**config.mk**
```make
export PLATFORM = sky130hd
export DESIGN_NAME = fpinv_detect
export DESIGN_NICKNAME = d
export VERILOG_FILES = /design/src/rtl/fpinv_pkg.sv /design/src/rtl/fpinv_classify.sv /design/src/rtl/fpinv_rules.sv /design/src/rtl/fpinv_detect.sv
export SDC_FILE = /design/constraint.sdc
export NUM_CORES = 1
export LEC_CHECK = 0
export ABC_AREA = 1
export ABC_CLOCK_PERIOD_IN_PS = 1710
export CAP_MARGIN = 10
export CORE_MARGIN = 5
export CORE_UTILIZATION = 22
export CTS_CLUSTER_SIZE = 30
export DETAILED_ROUTE_END_ITERATION = 7
export PLACE_DENSITY = 0.84
export SLEW_MARGIN = 20
export SYNTH_ARGS = -nofsm -noshare
export SYNTH_HDL_FRONTEND = slang
export SYNTH_SLANG_ARGS = --single-unit
```
**constraint.sdc**
```tcl
create_clock -name clk -period 1.71 [get_ports clk]
set_input_delay 0.342 -clock clk [delete_from_list [all_inputs] [get_ports clk]]
set_output_delay 0.342 -clock clk [all_outputs]
set_load 0.02 [all_outputs]
```
**src/rtl/fpinv_pkg.sv**
```systemverilog
// Package: shared opcode encoding and operand class record for the
// invalid-operation detector. Assumes binary64 layout by default.
package fpinv_pkg;
    localparam int EXP_W  = 11;
    localparam int FRAC_W = 52;
    localparam int DATA_W = 1 + EXP_W + FRAC_W;
    localparam int OP_W   = 4;

    typedef enum logic [OP_W-1:0] {
        OPC_ADD   = 4'd0,
        OPC_SUB   = 4'd1,
        OPC_MUL   = 4'd2,
        OPC_DIV   = 4'd3,
        OPC_SQRT  = 4'd4,
        OPC_CVTI  = 4'd5,
        OPC_CMPEQ = 4'd6,
        OPC_CMPLT = 4'd7,
        OPC_CMPLE = 4'd8,
        OPC_CMPUN = 4'd9
    } opc_e;

    typedef struct packed {
        logic neg;
        logic zero;
        logic inf;
        logic nan;
        logic snan;
    } opnd_cls_t;
endpackage

```
**src/rtl/fpinv_classify.sv**
```systemverilog
// Module: fpinv_classify
// Sorts one floating-point operand into the classes the rule table needs.
// Assumes sign in the top bit, then exponent, then fraction; the fraction
// MSB is the quiet bit.
module fpinv_classify
    import fpinv_pkg::*;
#(
    parameter int EW = EXP_W,
    parameter int FW = FRAC_W
) (
    input  logic [EW+FW:0] value,
    output opnd_cls_t      cls
);
    localparam int QBIT = FW - 1;

    logic [EW-1:0] exp_f;
    logic [FW-1:0] frac_f;
    logic          exp_max;
    logic          exp_min;
    logic          frac_nz;

    // Field split and exponent extremes.
    always_comb begin
        exp_f   = value[EW+FW-1:FW];
        frac_f  = value[FW-1:0];
        exp_max = &exp_f;
        exp_min = ~|exp_f;
        frac_nz = |frac_f;
    end

    // Class flags derived from the fields.
    always_comb begin
        cls.neg  = value[EW+FW];
        cls.zero = exp_min & ~frac_nz;
        cls.inf  = exp_max & ~frac_nz;
        cls.nan  = exp_max & frac_nz;
        cls.snan = exp_max & frac_nz & ~frac_f[QBIT];
    end
endmodule

```
**src/rtl/fpinv_rules.sv**
```systemverilog
// Module: fpinv_rules
// Combinational invalid-operation decision for one opcode and two classified
// operands. Assumes unary opcodes use operand A only; unlisted opcodes never
// raise invalid.
module fpinv_rules
    import fpinv_pkg::*;
(
    input  logic [OP_W-1:0] op,
    input  opnd_cls_t       ca,
    input  opnd_cls_t       cb,
    output logic            invalid,
    output logic            is_cvt
);
    logic binary_op;
    logic snan_hit;
    logic rule_hit;
    logic known_op;

    // Operand usage and signaling-NaN screening by opcode kind.
    always_comb begin
        known_op  = (op <= OPC_CMPUN);
        binary_op = known_op && (op != OPC_SQRT) && (op != OPC_CVTI);
        snan_hit  = ca.snan | (binary_op & cb.snan);
        is_cvt    = (op == OPC_CVTI);
    end

    // Opcode-specific invalid conditions beyond signaling NaNs.
    always_comb begin
        rule_hit = 1'b0;
        case (op)
            OPC_ADD:   rule_hit = ca.inf & cb.inf & (ca.neg ^ cb.neg);
            OPC_SUB:   rule_hit = ca.inf & cb.inf & ~(ca.neg ^ cb.neg);
            OPC_MUL:   rule_hit = (ca.zero & cb.inf) | (ca.inf & cb.zero);
            OPC_DIV:   rule_hit = (ca.zero & cb.zero) | (ca.inf & cb.inf);
            OPC_SQRT:  rule_hit = ca.neg & ~ca.zero & ~ca.nan;
            OPC_CVTI:  rule_hit = ca.inf | ca.nan;
            OPC_CMPLT,
            OPC_CMPLE: rule_hit = ca.nan | cb.nan;
            default:   rule_hit = 1'b0;
        endcase
    end

    // Final decision, gated to defined opcodes.
    always_comb begin
        invalid = known_op & (snan_hit | rule_hit);
    end
endmodule

```
**src/rtl/fpinv_detect.sv**
```systemverilog
// Module: fpinv_detect (top)
// Classifies both operands, applies the opcode rule table and registers the
// invalid indication with its trap / default-result steering one cycle after
// in_valid. Assumes inv_dis is stable with the operation it accompanies.
module fpinv_detect
    import fpinv_pkg::*;
#(
    parameter int EW = EXP_W,
    parameter int FW = FRAC_W
) (
    input  logic            clk,
    input  logic            rst_n,
    input  logic            in_valid,
    input  logic [3:0]      op,
    input  logic [EW+FW:0]  opnd_a,
    input  logic [EW+FW:0]  opnd_b,
    input  logic            inv_dis,
    output logic            out_valid,
    output logic            inv_flag,
    output logic            trap_req,
    output logic            dflt_req,
    output logic            qnan_sub
);
    localparam int NOPND = 2;
    localparam int DW    = EW + FW + 1;

    logic [DW-1:0] opnd_v [NOPND];
    opnd_cls_t     cls_v  [NOPND];
    logic          invalid_c;
    logic          cvt_c;

    // Gather operands into an array for the classifier generate loop.
    always_comb begin
        opnd_v[0] = opnd_a;
        opnd_v[1] = opnd_b;
    end

    for (genvar gi = 0; gi < NOPND; gi++) begin : g_cls
        fpinv_classify #(.EW(EW), .FW(FW)) u_cls (
            .value (opnd_v[gi]),
            .cls   (cls_v[gi])
        );
    end

    fpinv_rules u_rules (
        .op      (op),
        .ca      (cls_v[0]),
        .cb      (cls_v[1]),
        .invalid (invalid_c),
        .is_cvt  (cvt_c)
    );

    // Result register: capture decision on a strobe, clear otherwise.
    always_ff @(posedge clk) begin
        if (!rst_n || !in_valid) begin
            out_valid <= 1'b0;
            inv_flag  <= 1'b0;
            trap_req  <= 1'b0;
            dflt_req  <= 1'b0;
            qnan_sub  <= 1'b0;
        end else begin
            out_valid <= 1'b1;
            inv_flag  <= invalid_c;
            trap_req  <= invalid_c & ~inv_dis;
            dflt_req  <= invalid_c & inv_dis;
            qnan_sub  <= invalid_c & inv_dis & ~cvt_c;
        end
    end
endmodule

```
Yosys cells after proc, flatten, opt, wreduce, memory -nomap -nowiden
Index checks and enable logic that the tools add are counted.

storage, ports and cells
  logic and storage cells = 69
  register bits = 5
  output and inout bits = 5

cells by class
  equal/unequal tests = 9
  mux-type cells = 2
  bitwise operators = 37
  order comparisons = 1
  reductions and logical operators = 15

operators by type and width
  kind                                                             count
  52-bit OR reduction                                              2
  11-bit AND reduction                                             2
  11-bit OR reduction                                              2
  1-bit bitwise AND                                                21
  4-bit by 3-bit == test with 1-bit output, second input constant  3
  1-bit NOT                                                        9
  4-bit by 2-bit == test with 1-bit output, second input constant  2
  4-bit by 3-bit != test with 1-bit output, second input constant  2
  1-bit case mux with 7 select lines                               1
  1-bit bitwise OR                                                 6
  4-bit by 1-bit == test with 1-bit output, second input constant  1
  4-bit == test, second input constant                             1
  4-bit less-or-equal comparator, second input constant            1
  1-bit zero test                                                  4
  4-bit zero test                                                  1
  1-bit logical AND                                                2
  2-bit OR reduction                                               1
  1-bit logical OR                                                 1
  1-bit two-way mux                                                1
  1-bit bitwise XOR                                                1

Depth between registers and ports, before layout
  depth after elaboration = 11
  mapped depth = 15
  mapped depth without buffers = 15

Modules after synthesis
Synthesis repeated with hierarchy kept, for this count alone.

second synthesis, totals
  cell total of the unflattened synthesis = 199
  area total of the unflattened synthesis = 959.7 µm²

by module, submodules not included
  module          area an instance (µm²)  instances  cells an instance
  fpinv_classify  279.0                   2          65
  fpinv_rules     252.7                   1          52
  fpinv_detect    148.9                   1          17

Worst setup path after synthesis
Ideal clock, no wire load.

  kind = input-to-reg
  from = input port opnd_a[47]
  to = register qnan_sub
  cell stages on the path = 14
  slack = 287 ps
  arrival time = 1304 ps
  cells stage by stage = nor2_1 nand2_1 nor2_1 nand2_1 nor2_2 nand2_2 nand2_1 nand3_1 nand2_1 nand2_1 inv_1 nand3_2 nand3_2 nor2_2

between the ends
  cells in the longest elaborated chain, start to end = 11

RTL lines
  element                             line                                        RTL
  from (decl)                         fpinv_detect.sv:15                          input logic [EW+FW:0] opnd_a,
  52-bit OR reduction (*)             fpinv_classify.sv:28                        frac_nz = |frac_f;
  1-bit NOT                           fpinv_classify.sv:34, fpinv_classify.sv:35
  1-bit bitwise AND                   fpinv_classify.sv:34                        cls.zero = exp_min & ~frac_nz;
  1-bit NOT                           fpinv_rules.sv:35                           OPC_SQRT: rule_hit = ca.neg & ~ca.zero & ~ca.nan;
  1-bit bitwise AND (2 in a row)      fpinv_rules.sv:35
  1-bit case mux with 7 select lines  fpinv_rules.sv:30                           case (op)
  1-bit bitwise OR (*)                fpinv_rules.sv:45                           invalid = known_op & (snan_hit | rule_hit);
  1-bit bitwise AND (*)               fpinv_rules.sv:45
  1-bit bitwise AND (*) (2 in a row)  fpinv_detect.sv:66                          qnan_sub <= invalid_c & inv_dis & ~cvt_c;
  to (signal assigned)                fpinv_detect.sv:66
  to (decl)                           fpinv_detect.sv:22                          output logic qnan_sub

Every way passes the cells marked *; elsewhere a longest branch is shown, timed or not.
A chain may end at the register's enable or synchronous reset.

Worst setup path in the final report
  from = input port opnd_a[63]
  to = register trap_req

between the ends
  cells in the longest elaborated chain, start to end = 7

RTL lines
  element                                 line                                  RTL
  1-bit bitwise XOR                       fpinv_rules.sv:31, fpinv_rules.sv:32
  1-bit NOT                               fpinv_rules.sv:32                     OPC_SUB: rule_hit = ca.inf & cb.inf & ~(ca.neg ^ cb.neg);
  1-bit bitwise AND                       fpinv_rules.sv:32
  1-bit case mux with 7 select lines (*)  fpinv_rules.sv:30
  1-bit bitwise OR (*)                    fpinv_rules.sv:45
  1-bit bitwise AND (*)                   fpinv_rules.sv:45
  1-bit bitwise AND (*)                   fpinv_detect.sv:64                    trap_req <= invalid_c & ~inv_dis;
  to (signal assigned)                    fpinv_detect.sv:64
  to (decl)                               fpinv_detect.sv:20                    output logic trap_req,

Marked as above.

==> impl_metrics.csv <==
group,metric,value,unit
synthesis,ys.flop_type,"dfxtp_1",
pwr,report.power.total,660,uW
setup_path,cp-start-kind,"primary input",
timing,maxSlewHeadroom,79.2,%
routing,route.antenna.remaining_nets,0,
global_route,grtUsageMet2,34.0,%
floorplan,start_util,22.5,%
routing,wl_per_cell,11.8,um
timing,tns,0,ps
global_route,use_met1,12.9,%
final_layout,fin_nets,481,
place,dpl.hpwl,4060,um
timing,tightest_slew,310,ps
min_path,hold_path.class,"in2reg",
timing,hold_viol,0,
synthesis,netlist.top_cell.by_area,"nor2_1",
status,outcome,"complete, no violations",
routing,wl,4630,um
run,maxCapViolations,0,
setup_path,worst_setup_path_end_kind,"flip-flop",
place,place_area,2440,um^2
synthesis,syn_area_per_cell,4.74,um^2
global_route,grt_busiest_layer,"met2",
final_layout,final_util,61.7,%
floorplan,core,3940,um^2
synthesis,syn-cell-area,886,um^2
pwr,peakVddDrop,0.000216,V
clocking,cts_max_level,1,
synthesis,synth_most_common_cell,"nor2_1",
synthesis,synth_edf_count,0,
setup_path,crit_top_cell,"a21oi_2",
synthesis,ys_seq_area_share,11.3,%
synthesis,synth_nets,323,
clocking,cts_tree,"yes",
final_layout,layout-drive-gt1-share,28.8,%
timing,max_freq,0.624,GHz
final_layout,stdcell_area,2430,um^2
floorplan,die-height,73.5,um
pwr,p_per_area,271,nW/um^2
synthesis,yosys_warnings,0,
synthesis,synth_commonest_cells,"nor2_1, nand2_1, inv_1, nand3_1",
synthesis,ys_types,17,
min_path,whs_path_depth,4,
clocking,postCtsHoldBufs,0,
global_route,antenna_found_initial,0,
setup_path,slowest_stage,"clkdlybuf4s50_1",
timing,min_period_over_period,93.7,%
setup_path,critPathBufInv,1,
setup_path,critPathKind,"in2reg",
global_route,gr-total-overflow,0,
routing,drc,0,
setup_path,max_stage_delay,430,ps
clocking,clk_pin_slew,30,ps
setup_path,cp.depth,10,
pwr,p_leak,1.44,nW
clocking,cts-root-buf,"clkbuf_8",
synthesis,synth-seq-cells,5,
synthesis,synthCells,187,
synthesis,synthArstFlopShare,0,%
setup_path,critical_path.top_delay_family,"simple AND/OR/NAND/NOR gates",
setup_path,cp.arrival,1750,ps
setup_path,worstPathMaxFanout,2,
floorplan,die_area,5400,um^2
final_layout,areaGrowthSynthToFinish,175,%
clocking,numCtsBuffers,3,
timing,slew_violations,0,
routing,drt_iter0_drc,19,
timing,min_period,1600,ps
global_route,grtUsageMet3,3.56,%
final_layout,diodes,0,
synthesis,yosys-top-cells-area,"nor2_1, nand2_1, dfxtp_1, nand3_1, nand4_1",
routing,viasPerCell,4.35,
place,place_congestion,0.774,
setup_path,worstPathCellList,"clkdlybuf4s50_1, xnor2_1, o21ai_1, a21oi_2, nand3_1, nand2_1, a21oi_2, nand3_4, nand2_2, nor2_1",
global_route,grt_usage,15.1,%
floorplan,row_count,23,
floorplan,die_w,73.5,um
timing,grt_setup_unrepaired,"true",
synthesis,synth_top_area_share,33.5,%
routing,via_count,1715,
timing,finalSetupViolCount,0,
place,dp.cells,389,
place,io_buffers,140,
routing,first_pass_iters,4,
setup_path,worstPathRequired,1860,ps
global_route,grt_pass1_wl,6600,um
clocking,clkSinkCount,5,
final_layout,instances_no_fill,394,
clocking,cts_max_path_buffers,2,
floorplan,ios,141,
global_route,grt_max_degree,7,
global_route,first_global_vias,1717,
## repair_timing
item,4_1_cts,5_1_grt
hold endpoints to repair,0,0
resized for setup,93,199
buffers inserted,0,1
setup endpoints to repair,4,4
pin swaps,36,118
## report_power, final
part	internal [mW]	total, mW	switching, mW
clock	0.160	0.211	0.0517
sequential	0.119	0.119	0.000288
combinational	0.222	0.330	0.107
total	0.501	0.660	0.159
## stage by stage
stage	worst slack, ps	hold slack, ps
6_report	108	645
2_1_floorplan	287	414
3_3_place_gp	-277	894
4_1_cts	-25.3	683
5_1_grt	-60.8	701
3_5_place_dp	-311	908
## cells in the final DEF (no fill, tap or decap), types with 4 or more instances in the layout
cell,instances
clkdlybuf4s50_1,11
nand2_2,4
nor2_2,10
clkbuf_2,51
nand2_1,43
nand3_1,7
nor2_1,72
dfxtp_1,5
dlymetal6s2s_1,44
nor3_1,5
clkdlybuf4s15_1,29
buf_4,13
nand4_1,7
inv_1,8
## tightest hold or removal path, stage by stage
cell and delay, ps:
dlymetal6s2s_1 210, buf_4 160, nor3_1 50, nor2_2 60
## routing by layer
layer	vias to the layer above	routed length, um	part of all wire [%]
li1	906	-	-
met1	723	1460	32
met2	86	2550	55
met3	0	620	13
met4	0	0	0
met5	-	0	0
## layout make-up
class	count	area, um^2
Clock buffer	4	45.0
Sequential cell	5	100
Timing Repair Buffer	153	1350
Multi-Input combinational cell	171	832
Tap cell	50	62.6
Inverter	11	41.3
Fill cell	374	1510
## flip-flops by register name, indices dropped and copies added, names as in the netlist
signal,cells
trap_req,1
dflt_req,1
out_valid,1
qnan_sub,1
inv_flag,1
## worst paths after layout
path | from | endpoint | slack [ps]
max | opnd_a[63] | trap_req | 110
min | op[1] | qnan_sub | 640
## kinds of logic after synthesis
group,count (synthesis),share of synthesized area [%]
compound gates,6,3.39
xor+xnor,1,0.989
buf+inv,11,4.66
flops,5,11.3
simple gates,164,79.7
Power figures use the tool's default switching activity.
